**src/rtl/wdt_pkg.sv**
```systemverilog
package wdt_pkg;
  typedef logic [1:0] wdt_code_t;
  localparam int unsigned NUM_CODES = 4;
endpackage

```
**src/rtl/wdt_period_sel.sv**
```systemverilog
module wdt_period_sel
  import wdt_pkg::*;
#(
  parameter int unsigned PER_00 = 620,
  parameter int unsigned PER_01 = 310,
  parameter int unsigned PER_10 = 2500,
  parameter int unsigned PER_11 = 1250,
  parameter int unsigned CW     = 12
) (
  input  wdt_code_t         code,
  output logic [CW-1:0]     limit
);
  localparam int unsigned TBL [NUM_CODES] = '{PER_00, PER_01, PER_10, PER_11};

  logic [CW-1:0] tbl_w [NUM_CODES];

  // Non-monotonic code order is behaviour: index equals the code value.
  for (genvar g = 0; g < NUM_CODES; g++) begin : g_tbl
    assign tbl_w[g] = CW'(TBL[g]);
  end

  assign limit = tbl_w[code];
endmodule

```
**src/rtl/wdt_service_det.sv**
```systemverilog
module wdt_service_det
  import wdt_pkg::*;
(
  input  logic      clk,
  input  logic      rst,
  input  logic      frame_ok,
  input  logic      frame_wd,
  input  logic      cfg_wr,
  input  wdt_code_t cfg_sel,
  output logic      service,
  output logic      last_wd,
  output wdt_code_t active_code
);
  wdt_code_t pend_code;

  assign service = frame_ok && (frame_wd != last_wd);

  always_ff @(posedge clk) begin
    if (rst) begin
      last_wd     <= 1'b0;
      pend_code   <= '0;
      active_code <= '0;
    end else begin
      if (frame_ok) last_wd <= frame_wd;
      if (cfg_wr)   pend_code <= cfg_sel;
      if (service)  active_code <= cfg_wr ? cfg_sel : pend_code;
    end
  end

  // bit follows valid frames only
  a_r5_track: assert property (@(posedge clk) disable iff (rst)
    frame_ok |=> last_wd == $past(frame_wd));
  a_r5_hold: assert property (@(posedge clk) disable iff (rst)
    !frame_ok |=> $stable(last_wd));
  // period only changes at a service
  a_r6_code_hold: assert property (@(posedge clk) disable iff (rst)
    !service |=> $stable(active_code));
  // same-cycle write is taken by the new sequence
  a_r7_same_cycle: assert property (@(posedge clk) disable iff (rst)
    (service && cfg_wr) |=> active_code == $past(cfg_sel));
endmodule

```
**src/rtl/wdt_counter.sv**
```systemverilog
module wdt_counter #(
  parameter int unsigned CW = 12
) (
  input  logic          clk,
  input  logic          rst,
  input  logic          restart,
  input  logic          tick,
  input  logic [CW-1:0] limit,
  output logic          expired
);
  logic [CW-1:0] cnt;

  always_ff @(posedge clk) begin
    if (rst) begin
      cnt     <= '0;
      expired <= 1'b0;
    end else if (restart) begin
      cnt     <= '0;
      expired <= 1'b0;
    end else if (tick && !expired) begin
      cnt <= cnt + 1'b1;
      if (cnt == limit - 1'b1) expired <= 1'b1;
    end
  end

  a_r2_limit_nonzero: assert property (@(posedge clk) disable iff (rst)
    limit != '0);
  a_r2_bounded: assert property (@(posedge clk) disable iff (rst)
    cnt <= limit);
  // restart clears state
  a_r3_restart: assert property (@(posedge clk) disable iff (rst)
    restart |=> (!expired && cnt == '0));
  // flag is sticky without restart
  a_r8_sticky: assert property (@(posedge clk) disable iff (rst)
    (expired && !restart) |=> expired);
  // no progress without a tick
  a_r10_no_tick: assert property (@(posedge clk) disable iff (rst)
    (!tick && !restart) |=> $stable(cnt));
endmodule

```
**src/rtl/wdt_serial_refresh.sv**
```systemverilog
module wdt_serial_refresh
  import wdt_pkg::*;
#(
  parameter int unsigned PER_00 = 620,
  parameter int unsigned PER_01 = 310,
  parameter int unsigned PER_10 = 2500,
  parameter int unsigned PER_11 = 1250
) (
  input  logic       clk,
  input  logic       rst,
  input  logic       tick_ms,
  input  logic       frame_ok,
  input  logic       frame_wd,
  input  logic       cfg_wr,
  input  logic [1:0] cfg_sel,
  output logic       expired,
  output logic       wd_state
);
  localparam int unsigned MAX_A = (PER_00 > PER_01) ? PER_00 : PER_01;
  localparam int unsigned MAX_B = (PER_10 > PER_11) ? PER_10 : PER_11;
  localparam int unsigned MAX_P = (MAX_A > MAX_B) ? MAX_A : MAX_B;
  localparam int unsigned CW    = $clog2(MAX_P + 1);

  logic          service;
  wdt_code_t     active_code;
  logic [CW-1:0] limit;

  wdt_service_det u_svc (
    .clk         (clk),
    .rst         (rst),
    .frame_ok    (frame_ok),
    .frame_wd    (frame_wd),
    .cfg_wr      (cfg_wr),
    .cfg_sel     (cfg_sel),
    .service     (service),
    .last_wd     (wd_state),
    .active_code (active_code)
  );

  wdt_period_sel #(
    .PER_00 (PER_00), .PER_01 (PER_01), .PER_10 (PER_10), .PER_11 (PER_11), .CW (CW)
  ) u_sel (
    .code  (active_code),
    .limit (limit)
  );

  wdt_counter #(.CW (CW)) u_cnt (
    .clk     (clk),
    .rst     (rst),
    .restart (service),
    .tick    (tick_ms),
    .limit   (limit),
    .expired (expired)
  );

  // clean state after reset
  a_r1_reset: assert property (@(posedge clk)
    rst |=> (!expired && !wd_state && active_code == 2'b00));
  // non-toggling frame never clears the flag
  a_r4_no_clear: assert property (@(posedge clk) disable iff (rst)
    (expired && frame_ok && frame_wd == wd_state) |=> expired);
endmodule

```
**config.mk**
```make
export PLATFORM = sky130hd
export DESIGN_NAME = wdt_serial_refresh
export DESIGN_NICKNAME = d
export VERILOG_FILES = /design/src/rtl/wdt_pkg.sv /design/src/rtl/wdt_period_sel.sv /design/src/rtl/wdt_service_det.sv /design/src/rtl/wdt_counter.sv /design/src/rtl/wdt_serial_refresh.sv
export SDC_FILE = /design/constraint.sdc
export NUM_CORES = 1
export LEC_CHECK = 0
export CAP_MARGIN = 10
export CORE_MARGIN = 10
export CORE_UTILIZATION = 49
export DETAILED_ROUTE_END_ITERATION = 12
export PLACE_DENSITY_LB_ADDON = 0.25
export SYNTH_ARGS = -nofsm -noshare
export SYNTH_HDL_FRONTEND = slang
export SYNTH_SLANG_ARGS = --single-unit
```
**constraint.sdc**
```tcl
create_clock -name clk -period 1.7 [get_ports clk]
set_clock_uncertainty 0.2 [all_clocks]
set_input_delay 0.34 -clock clk [delete_from_list [all_inputs] [get_ports clk]]
set_output_delay 0.34 -clock clk [all_outputs]
set_load 0.01 [all_outputs]
```
==> impl_metrics.env <==
export IMPL_status="complete, but fails checks"
export IMPL_violations="negative setup slack"
export IMPL_crit_fanout=3
export IMPL_final_antenna_net_count=0
export IMPL_overflow=0
export IMPL_wire_per_inst_um=13.4
export IMPL_dp_hpwl_um=1620
export IMPL_rows=16
export IMPL_maxCapViolations=0
export IMPL_dpl_cell_area_sq_um=1190
export IMPL_setup_viol=1
export IMPL_ys_seq_area_share_pct=36.5
export IMPL_power_share_sequential_pct=49.9
export IMPL_setup_ws_ns=-0.0127
export IMPL_grt_first_pass_wirelength_um=3750
export IMPL_p_comb_share_pct=20.6
export IMPL_io_buffers=9
export IMPL_netlist_area_leader_share_pct=36.5
export IMPL_cts_setup_buffers=0
export IMPL_fin_area_sq_um=1280
export IMPL_synth_top_area_cell="dfxtp_1"
export IMPL_tightest_slew_ns=0.315
export IMPL_place_gp_congestion=0.799
export IMPL_diodes=0
export IMPL_r2r_start="u_svc.active_code[1]$_SDFFE_PP0P_"
export IMPL_syn_nets=124
export IMPL_worst_setup_path_end_kind="flop"
export IMPL_p_sw_share_pct=25.7
export IMPL_syn_area_sq_um=987
export IMPL_syn_inst=108
export IMPL_slew_headroom_pct=78.8
export IMPL_start_util_pct=50.8
export IMPL_pwr_share_clk_pct=29.5
export IMPL_worstPathRequired_ns=1.72
export IMPL_grt_max_degree=13
export IMPL_hold_start="u_cnt.expired$_SDFFE_PP0P_"
export IMPL_hold_depth=2
export IMPL_clkSinkCount=18
export IMPL_grt_pass1_vias=829
export IMPL_hold_ws_ns=0.301
export IMPL_vias_per_cell=5.11
export IMPL_dieArea_sq_um=4210
export IMPL_rsz0062_at_grt="true"
export IMPL_die_w_um=64.9
export IMPL_leakage_nw=0.497
export IMPL_drt_total_wl_um=2100
export IMPL_ios=10
export IMPL_r2r_cells=6
export IMPL_drtIter0Drc=26
export IMPL_htree_num_levels=1
export IMPL_path_clk_slew_ns=0.10
export IMPL_post_route_period_util_pct=101
export IMPL_tritoncts="built"
export IMPL_p_int_mw=0.669
export IMPL_cp_startpoint="u_svc.active_code[1]$_SDFFE_PP0P_"
export IMPL_synthToLayoutAreaGrowth_pct=30.2
export IMPL_yosys_warnings=0
export IMPL_switching_power_mw=0.231
export IMPL_grtUsageTotal_pct=11.0
export IMPL_num_nets_final=146
export IMPL_fin_crit_ns=1.71
export IMPL_route_detailed_drc=0
export IMPL_ys_seq_elements=18
export IMPL_syn_avg_cell_area_sq_um=9.14
export IMPL_root_buffer="clkbuf_4"
export IMPL_synth_area_leaders="dfxtp_1 37%, xnor2_1 12%, ha_1 10%"
export IMPL_arrival_ns=1.73
export IMPL_cts_buffers=3
export IMPL_clkLatencyLatePin_ns=0.30
export IMPL_peakVddDrop_mv=0.403
export IMPL_powerDensity_nw_per_um2=701
export IMPL_die_h_um=64.9
export IMPL_hold_path_class="reg2reg"
export IMPL_dr_total_vias=797
export IMPL_fp_coreArea_sq_um=1940
export IMPL_critical_path_class="reg2reg"
export IMPL_drv_slew=0
export IMPL_yosysUniqueCellTypes=27
export IMPL_cp_start_kind="flop"
export IMPL_layout_drive_gt1_share_pct=24.8
export IMPL_hold_viol_final=0
export IMPL_clockBufferDepth=2
export IMPL_first_pass_iters=4
export IMPL_fmax_mhz=584
export IMPL_antenna_found_initial=0
[cells in the mapped netlist]
cell type / number
a211oi_1: 1
nor2_1: 17
xnor2_1: 13
nor4_1: 2
nor4b_1: 1
clkbuf_1: 1
and2_1: 1
nand3_1: 6
o22a_1: 2
inv_1: 3
o31ai_2: 1
a211oi_2: 1
nand4_1: 3
xor2_1: 7
nand2_1: 5
buf_2: 1
dfxtp_1: 18
nor3_1: 5
nand3b_1: 1
ha_1: 8
or3_1: 2
nor2b_1: 1
or2_2: 1
mux2i_1: 4
a21oi_1: 1
nand4b_1: 1
buf_6: 1
[stage by stage]
step | setup slack, ns | setup TNS [ns] | power [mW] | util (%) | cells
5_1_grt | -0.0847 | -0.146 | 0.947 | 66.2 | 156
2_1_floorplan | 0.00225 | 0 | 0.547 | - | 108
4_1_cts | 0.00556 | 0 | 0.889 | 63.7 | 156
3_3_place_gp | -0.212 | -2.73 | 0.616 | 61.3 | 152
6_report | -0.0127 | -0.0127 | 0.901 | 66.2 | 156
3_5_place_dp | -0.255 | -3.00 | 0.623 | 61.3 | 152
[registers in the layout, indices dropped and copies added, names as in the netlist]
signal	count
u_cnt.cnt	12
u_svc.active_code	2
u_svc.pend_code	2
u_cnt.expired	1
u_svc.last_wd	1
[kinds of logic (layout without fill, tap and decap cells)]
kind of cell    after synthesis  in the layout  share of synthesized area, %
buf+inv                       6             27                          3.17
simple gates                 46             46                          22.8
xor+xnor                     20             20                          17.7
fa+ha+maj                     8              8                          10.1
flops                        18             18                          36.5
compound gates                6              6                          5.58
mux                           4              4                          4.06
[power by group through the flow]
stage                     clock (mW)  combinational, mW  sequential (mW)
after CTS                      0.272              0.170            0.446
after global routing           0.288              0.208            0.452
after detailed placement           0              0.167            0.456
after floorplan                    0             0.0870            0.460
after global placement             0              0.161            0.455
final                          0.266              0.186            0.449
[timing repair]
action,CTS,global route
resized for setup,6,11
hold endpoints to repair,0,0
pin swaps,3,4
endpoints found under the setup margin,3,5
hold buffers,0,0
[area by class of cell]
| type | count | area [sq um] |
|---|---|---|
| fill | 183 | 657 |
| multi-input combinational | 84 | 651 |
| sequential | 18 | 368 |
| timing repair buffer | 20 | 183 |
| clock buffer | 4 | 36.3 |
| tap | 27 | 33.8 |
| inverter | 3 | 13.8 |
[path summary, 6_finish.rpt]
kind / end / slack [ns]
min: u_cnt.expired$_SDFFE_PP0P_ / 0.30
max reg2reg: u_cnt.expired$_SDFFE_PP0P_ / -0.01
max: u_cnt.expired$_SDFFE_PP0P_ / -0.01
min reg2reg: u_cnt.expired$_SDFFE_PP0P_ / 0.30
[layout by cell type, fill, tap and decap left out, drive strengths merged]
master | netlist | layout
o31ai | 1 | 1
xnor2 | 13 | 13
nand4b | 1 | 1
clkbuf | 1 | 4
xor2 | 7 | 7
nor2b | 1 | 1
o22a | 2 | 2
nand3 | 6 | 6
or3 | 2 | 2
nand3b | 1 | 1
clkdlybuf4s50 | 0 | 7
and2 | 1 | 1
nor4b | 1 | 1
ha | 8 | 8
a21oi | 1 | 1
dfxtp | 18 | 18
nor3 | 5 | 5
nor2 | 17 | 17
nand4 | 3 | 3
buf | 2 | 11
nand2 | 5 | 5
mux2i | 4 | 4
or2 | 1 | 1
inv | 3 | 3
nor4 | 2 | 2
dlygate4sd2 | 0 | 2
a211oi | 2 | 2
[critical path, stage by stage, from the launching register on]
cell	delay, ns
dfxtp_2	0.37
inv_4	0.05
ha_4	0.16
or3_4	0.32
a211oi_2	0.24
nand3_1	0.12
o31ai_2	0.17
[routing by layer]
layer  GRT usage, %  routed length, um  part of all wire [%]  vias to the layer above
li1               -                  -                     -                      408
met1           12.8                950                    45                      374
met2           18.2               1060                    51                       11
met3           2.58                 48                   2.3                        4
met4           5.61                 36                   1.7                        0
met5              0                  0                     0                        -
Power figures use the tool's default switching activity.
